<file path="config.mk">
export PLATFORM = sky130hd
export DESIGN_NAME = cfg_shadow_guard
export DESIGN_NICKNAME = d
export VERILOG_FILES = /design/src/rtl/csg_pkg.sv /design/src/rtl/csg_group.sv /design/src/rtl/csg_irq.sv /design/src/rtl/cfg_shadow_guard.sv
export SDC_FILE = /design/constraint.sdc
export NUM_CORES = 2
export LEC_CHECK = 0
export BUFFER_PORTS_ARGS = -buffer_cell sky130_fd_sc_hd__buf_4
export CAP_MARGIN = 0
export CORE_ASPECT_RATIO = 1.1
export CORE_MARGIN = 2
export CORE_UTILIZATION = 29
export CTS_CLUSTER_SIZE = 12
export DETAILED_ROUTE_END_ITERATION = 10
export GPL_ROUTABILITY_DRIVEN = 0
export MAX_ROUTING_LAYER = met4
export SETUP_SLACK_MARGIN = 0.2
export SKIP_CTS_REPAIR_TIMING = 1
export SLEW_MARGIN = 5
export SYNTH_ARGS = -nofsm -noshare
export SYNTH_HDL_FRONTEND = slang
export SYNTH_SLANG_ARGS = --single-unit
</file>
<file path="constraint.sdc">
create_clock -name clk -period 4.9 [get_ports clk]
set_input_delay 0.735 -clock clk [delete_from_list [all_inputs] [get_ports clk]]
set_output_delay 0.735 -clock clk [all_outputs]
set_load 0.02 [all_outputs]
</file>
<file path="src/rtl/csg_pkg.sv">
package csg_pkg;

    localparam int DW         = 32;
    localparam int AW         = 12;
    localparam int WIN_STRIDE = 32;

    localparam logic [AW-1:0] A_RAW  = 12'h010;
    localparam logic [AW-1:0] A_PEND = 12'h014;
    localparam logic [AW-1:0] A_EN   = 12'h018;
    localparam logic [AW-1:0] A_WIN  = 12'h400;

    typedef enum logic [2:0] {
        GR_EVT,
        GR_ENSET,
        GR_ENCLR,
        GR_PRI,
        GR_PINSET,
        GR_PINCLR,
        GR_NONE
    } greg_e;

    typedef struct packed {
        logic [DW-1:0] en;
        logic [DW-1:0] pri;
        logic [DW-1:0] pin;
    } gcfg_t;

    function automatic greg_e decode_greg(input logic [4:0] off);
        case (off)
            5'h00:   return GR_EVT;
            5'h08:   return GR_ENSET;
            5'h0C:   return GR_ENCLR;
            5'h10:   return GR_PRI;
            5'h14:   return GR_PINSET;
            5'h18:   return GR_PINCLR;
            default: return GR_NONE;
        endcase
    endfunction

endpackage

</file>
<file path="src/rtl/csg_group.sv">
module csg_group
    import csg_pkg::*;
(
    input  logic          clk,
    input  logic          rst,
    input  logic          wr_en,
    input  logic [4:0]    off,
    input  logic [DW-1:0] wdata,
    input  logic          inj_en,
    input  logic [DW-1:0] inj_mask,
    output logic [DW-1:0] rdata,
    output logic          mismatch
);

    gcfg_t         prim_q, prim_n;
    gcfg_t         shad_q, shad_n;
    logic [DW-1:0] evt_q;
    greg_e         sel;
    logic          cfg_wr;

    always_comb begin
        sel    = decode_greg(off);
        prim_n = prim_q;
        cfg_wr = 1'b0;
        if (wr_en) begin
            case (sel)
                GR_ENSET:  begin prim_n.en  = prim_q.en  |  wdata; cfg_wr = 1'b1; end
                GR_ENCLR:  begin prim_n.en  = prim_q.en  & ~wdata; cfg_wr = 1'b1; end
                GR_PRI:    begin prim_n.pri = wdata;               cfg_wr = 1'b1; end
                GR_PINSET: begin prim_n.pin = prim_q.pin |  wdata; cfg_wr = 1'b1; end
                GR_PINCLR: begin prim_n.pin = prim_q.pin & ~wdata; cfg_wr = 1'b1; end
                default:   ;
            endcase
        end
        // a configuration write reloads the whole shadow; a test flip lands on top
        shad_n = cfg_wr ? prim_n : shad_q;
        if (inj_en) shad_n.en = shad_n.en ^ inj_mask;
    end

    always_ff @(posedge clk) begin
        if (rst) begin
            prim_q <= '0;
            shad_q <= '0;
            evt_q  <= '0;
        end else begin
            prim_q <= prim_n;
            shad_q <= shad_n;
            if (wr_en && sel == GR_EVT) evt_q <= evt_q | wdata;
        end
    end

    always_comb begin
        case (sel)
            GR_EVT:              rdata = evt_q;
            GR_ENSET, GR_ENCLR:  rdata = prim_q.en;
            GR_PRI:              rdata = prim_q.pri;
            GR_PINSET, GR_PINCLR: rdata = prim_q.pin;
            default:             rdata = '0;
        endcase
    end

    assign mismatch = (prim_q != shad_q);

endmodule

</file>
<file path="src/rtl/csg_irq.sv">
module csg_irq #(
    parameter int NGRP = 4
) (
    input  logic            clk,
    input  logic            rst,
    input  logic            raw_set_wr,
    input  logic            pend_clr_wr,
    input  logic            en_set_wr,
    input  logic [NGRP-1:0] wbits,
    input  logic [NGRP-1:0] mismatch,
    output logic [NGRP-1:0] raw_q,
    output logic [NGRP-1:0] en_q,
    output logic            level,
    output logic            pulse
);

    logic [NGRP-1:0] raw_n, en_n, pend_q, pend_n;
    logic            pulse_n;

    always_comb begin
        // a live mismatch overrides a clear in the same cycle
        raw_n   = (raw_q & ~(pend_clr_wr ? wbits : '0))
                | mismatch
                | (raw_set_wr ? wbits : '0);
        en_n    = en_q | (en_set_wr ? wbits : '0);
        pend_q  = raw_q & en_q;
        pend_n  = raw_n & en_n;
        pulse_n = (pend_n != '0) && ((pend_q == '0) || pend_clr_wr);
    end

    always_ff @(posedge clk) begin
        if (rst) begin
            raw_q <= '0;
            en_q  <= '0;
            pulse <= 1'b0;
        end else begin
            raw_q <= raw_n;
            en_q  <= en_n;
            pulse <= pulse_n;
        end
    end

    assign level = (pend_q != '0);

endmodule

</file>
<file path="src/rtl/cfg_shadow_guard.sv">
module cfg_shadow_guard
    import csg_pkg::*;
#(
    parameter int NGRP = 4,
    localparam int GW  = (NGRP > 1) ? $clog2(NGRP) : 1
) (
    input  logic          clk,
    input  logic          rst,
    input  logic          bus_wr,
    input  logic [AW-1:0] bus_addr,
    input  logic [DW-1:0] bus_wdata,
    output logic [DW-1:0] bus_rdata,
    input  logic          inj_valid,
    input  logic [GW-1:0] inj_grp,
    input  logic [DW-1:0] inj_mask,
    output logic          cfg_irq_level,
    output logic          cfg_irq_pulse
);

    localparam logic [AW-1:0] WIN_SPAN = AW'(NGRP * WIN_STRIDE);

    logic [AW-1:0]   off_full;
    logic            in_win;
    logic [GW-1:0]   widx;
    logic [DW-1:0]   grd [NGRP];
    logic [NGRP-1:0] mismatch;
    logic [NGRP-1:0] raw_q, en_q;

    assign off_full = bus_addr - A_WIN;
    assign in_win   = (bus_addr >= A_WIN) && (off_full < WIN_SPAN);
    assign widx     = off_full[5 +: GW];

    for (genvar g = 0; g < NGRP; g++) begin : g_grp
        csg_group u_grp (
            .clk      (clk),
            .rst      (rst),
            .wr_en    (bus_wr && in_win && (widx == GW'(g))),
            .off      (off_full[4:0]),
            .wdata    (bus_wdata),
            .inj_en   (inj_valid && (inj_grp == GW'(g))),
            .inj_mask (inj_mask),
            .rdata    (grd[g]),
            .mismatch (mismatch[g])
        );
    end

    csg_irq #(.NGRP(NGRP)) u_irq (
        .clk         (clk),
        .rst         (rst),
        .raw_set_wr  (bus_wr && bus_addr == A_RAW),
        .pend_clr_wr (bus_wr && bus_addr == A_PEND),
        .en_set_wr   (bus_wr && bus_addr == A_EN),
        .wbits       (bus_wdata[NGRP-1:0]),
        .mismatch    (mismatch),
        .raw_q       (raw_q),
        .en_q        (en_q),
        .level       (cfg_irq_level),
        .pulse       (cfg_irq_pulse)
    );

    always_comb begin
        if (in_win)                 bus_rdata = grd[widx];
        else if (bus_addr == A_RAW)  bus_rdata = DW'(raw_q);
        else if (bus_addr == A_PEND) bus_rdata = DW'(raw_q & en_q);
        else if (bus_addr == A_EN)   bus_rdata = DW'(en_q);
        else                        bus_rdata = '0;
    end

endmodule

</file>
==> results.sh <==
export IMPL_syn_inst=4745
export IMPL_area_growth_pct=15.1
export IMPL_grt_usage=0.237
export IMPL_first_iter_violations=5958
export IMPL_status="finished, final reports clean"
export IMPL_synth_async_sr_flop_share=0
export IMPL_combinational_share_of_power=0.061
export IMPL_power_per_cell_area_mw_per_mm2=331
export IMPL_max_clock_path_buffers=3
export IMPL_port_buffer_count=115
export IMPL_clock_fmax_ghz=0.218
export IMPL_synth_compound_area_share=0.145
export IMPL_final_period_minus_worst_setup_slack_ps=4600
export IMPL_drive_above_1_share=0.133
export IMPL_nets=4734
export IMPL_yosys_warnings=0
export IMPL_synth_xor_area_share=0.104
export IMPL_worst_endpoint_arrival_ps=3860
export IMPL_fin_crit_sh=0.938
export IMPL_first_global_vias=33700
export IMPL_grt_antenna_before_repair=16
export IMPL_routed_via_count=37300
export IMPL_synth_edff_count=0
export IMPL_critPathMaxStageDelay_ps=600
export IMPL_post_place_cells=6475
export IMPL_switching_part_of_the_total_power=0.246
export IMPL_synthTopCellsByArea="sky130_fd_sc_hd__dfxtp_1 43%, sky130_fd_sc_hd__nor2_1 9.6%, sky130_fd_sc_hd__mux2i_1 6.1%, sky130_fd_sc_hd__xor2_1 5.7%, sky130_fd_sc_hd__xnor2_1 4.7%"
export IMPL_die_area_sq_mm=0.148
export IMPL_h_tree_depth=3
export IMPL_fp_row_count=146
export IMPL_power_static_leakage_nw=17.6
export IMPL_drv_slew=0
export IMPL_ys_types=57
export IMPL_timing_final_setup_violations=0
export IMPL_starting_density_of_the_core=0.292
export IMPL_synth_top_family_by_area="simple AND/OR/NAND/NOR gates"
export IMPL_die_y_microns=404
export IMPL_most_common_cell_in_the_netlist="sky130_fd_sc_hd__nor2_1"
export IMPL_wl_per_cell_microns=26.6
export IMPL_multi_input_area_sq_mm=0.0222
export IMPL_area_share_of_the_largest_cell_type_after_synthesis=0.430
export IMPL_synth_top_cells_by_count="1,074 x sky130_fd_sc_hd__nor2_1, 905 x sky130_fd_sc_hd__dfxtp_1, 293 x sky130_fd_sc_hd__clkbuf_1"
export IMPL_vdd_ir_drop_max_uv=300
export IMPL_tightest_slew_ps=1400
export IMPL_grt_setup_unrepaired="false"
export IMPL_netlist_top_cell_by_area="sky130_fd_sc_hd__dfxtp_1"
export IMPL_post_synthesis_mux_area_share=0.108
export IMPL_grt_overflow_total=0
export IMPL_route_final_wire_length_mm=178
export IMPL_drcViolationCount=0
export IMPL_pwr_share_seq=0.463
export IMPL_yosys_register_bits=905
export IMPL_insertion_delay_ps=690
export IMPL_final_antenna_net_count=0
export IMPL_grt_start_max_net_pins=140
export IMPL_maxCapViolCount=0
export IMPL_max_slew_margin_rel=0.0582
export IMPL_critPathTopFamily="buffers and inverters"
export IMPL_clock_root_buffer="sky130_fd_sc_hd__clkbuf_16"
export IMPL_pin_count=116
export IMPL_number_of_buffers_created_by_cts=99
export IMPL_clock_tree_from_tritoncts="done"
export IMPL_grt_first_pass_wirelength_mm=250
export IMPL_floorplan_die_width_microns=367
export IMPL_cp_cell_sequence="buf_6 > nor4b_2 > buf_12 > buf_12 > a222oi_1 > mux4_2 > o22ai_1 > buf_4 > buf_4"
export IMPL_vias_per_cell=5.59
export IMPL_clock_slew_at_the_register_clock_pins_of_the_worst_setup_and_hold_paths_ps=60
export IMPL_worst_path_buf_inv=5
export IMPL_post_layout_nonfiller_instances=6673
export IMPL_critPathLaunchType="primary input"
export IMPL_tns_ps=0
export IMPL_synth_adder_area_share=0
export IMPL_worst_setup_path_type="primary input to primary output"
export IMPL_synth_simple_gate_area_frac=0.166
export IMPL_hpwlAfterDp_mm=123
export IMPL_synth_cell_area_sq_mm=0.0421
export IMPL_critPathCaptureType="primary output"
export IMPL_hold_viol_final=0
export IMPL_synth_flop_cell="sky130_fd_sc_hd__dfxtp_1"
export IMPL_required_ps=4160
export IMPL_intPower_mw=12.1
export IMPL_cts_sinks=905
export IMPL_switching_power_mw=3.95
export IMPL_syn_area_per_cell_sq_um=8.88
export IMPL_clock_power_share=0.476
export IMPL_worst_hold_path_type="primary input to flip-flop"
export IMPL_regArea_sq_mm=0.0181
export IMPL_timing_critical_path_fanout_max=33
export IMPL_fin_skew_ps=31.7
export IMPL_mappedNetlistNets=4827
export IMPL_synth_seq_area_share=0.430
export IMPL_detail_route_first_pass_iterations=11
export IMPL_worst_path_max_delay_cell="sky130_fd_sc_hd__nor4b_2"
export IMPL_core_area_sq_mm=0.144
export IMPL_fillers=14700
-- per-layer routing --
layer	routed length, microns	GRT usage	part of all wire	vias to the layer above
met5	0	-	0	-
met4	11000	0.132	0.062	0
met3	22500	0.0644	0.13	429
met2	72700	0.329	0.41	2382
met1	71600	0.309	0.40	18000
li1	-	-	-	16500
-- worst paths after layout --
check | start | to | slack, ps | cells past startpoint
setup / recovery | bus_addr[4] | bus_rdata[0] | 300 | 9
hold / removal | inj_mask[23] | g_grp[1].u_grp.shad_q[87]$_SDFF_PP0_ | 430 | 4
setup reg to reg | g_grp[1].u_grp.prim_q[7]$_SDFF_PP0_ | u_irq.pulse$_SDFF_PP0_ | 820 | 6
hold reg to reg | g_grp[3].u_grp.evt_q[28]$_SDFFE_PP0P_ | g_grp[3].u_grp.evt_q[28]$_SDFFE_PP0P_ | 460 | 2
-- through the flow --
step	instance area (sq um)	power (mW)	utilization	setup slack [ps]	hold slack [ps]
floorplan	42100	8.09	-	1240	433
global placement	45200	8.53	0.313	501	443
detailed placement	45200	8.53	0.313	479	452
CTS	48500	16.1	0.336	477	416
global route	48500	16.4	0.336	360	450
finish	48500	16.1	0.336	305	434
-- worst reg2reg max path, delay by kind of cell (launching register included) --
family,cells,cell delay [ps]
AOI/OAI and AO/OA,3,1090
xor gates and xnor gates,1,600
DFF,1,340
and+or+nand+nor,2,1850
-- placed cells by master (no fill, tap or decap), types with 10 or more instances in the layout --
cell and count:
sky130_fd_sc_hd__nor2_1 1072, sky130_fd_sc_hd__dfxtp_1 905, sky130_fd_sc_hd__xor2_1 276, sky130_fd_sc_hd__a21oi_1 265, sky130_fd_sc_hd__nand3_1 260, sky130_fd_sc_hd__mux2i_1 256, sky130_fd_sc_hd__xnor2_1 224, sky130_fd_sc_hd__a211oi_1 216
sky130_fd_sc_hd__buf_4 197, sky130_fd_sc_hd__nand2_1 142, sky130_fd_sc_hd__a22oi_1 131, sky130_fd_sc_hd__mux2_2 128, sky130_fd_sc_hd__a222oi_1 128, sky130_fd_sc_hd__clkbuf_16 103, sky130_fd_sc_hd__nand4_1 68, sky130_fd_sc_hd__nor4_1 51
sky130_fd_sc_hd__buf_12 44, sky130_fd_sc_hd__a211oi_2 40, sky130_fd_sc_hd__clkbuf_1 25, sky130_fd_sc_hd__mux4_2 24, sky130_fd_sc_hd__clkbuf_8 23, sky130_fd_sc_hd__o22ai_1 21, sky130_fd_sc_hd__clkinv_2 19, sky130_fd_sc_hd__inv_1 18
sky130_fd_sc_hd__diode_2 17, sky130_fd_sc_hd__nor2_4 10
-- logic make-up (layout without fill, tap and decap cells) --
group,count (synthesis),count (layout)
and+or+nand+nor,1640,1640
DFF,905,905
AOI/OAI and AO/OA,835,835
xor gates and xnor gates,500,500
buffers and inverters,457,444
muxes,408,408
other,0,17
-- area by class of cell --
cell class                 count  area share
antenna                       17    0.000877
clock buffer                 151      0.0616
clock inverter                30     0.00606
inverter                      20     0.00155
multi-input combinational   3383       0.458
sequential                   905       0.374
tap                         1924      0.0496
timing repair buffer         243      0.0492
-- state kept, by name (all words and copies together), names as in the netlist --
register,cells
g_grp.u_grp.evt_q,128
g_grp.u_grp.prim_q,384
g_grp.u_grp.shad_q,384
u_irq.en_q,4
u_irq.pulse,1
u_irq.raw_q,4
-- power groups by stage --
stage / combinational [mW] / sequential, mW / clock (mW)
6_report: 0.978 / 7.44 / 7.64
5_1_grt: 0.993 / 7.44 / 7.98
4_1_cts: 0.936 / 7.44 / 7.69
3_5_place_dp: 0.933 / 7.60 / 0
3_3_place_gp: 0.929 / 7.60 / 0
2_1_floorplan: 0.499 / 7.59 / 0
No activity file was read; power rests on OpenSTA's default activity.
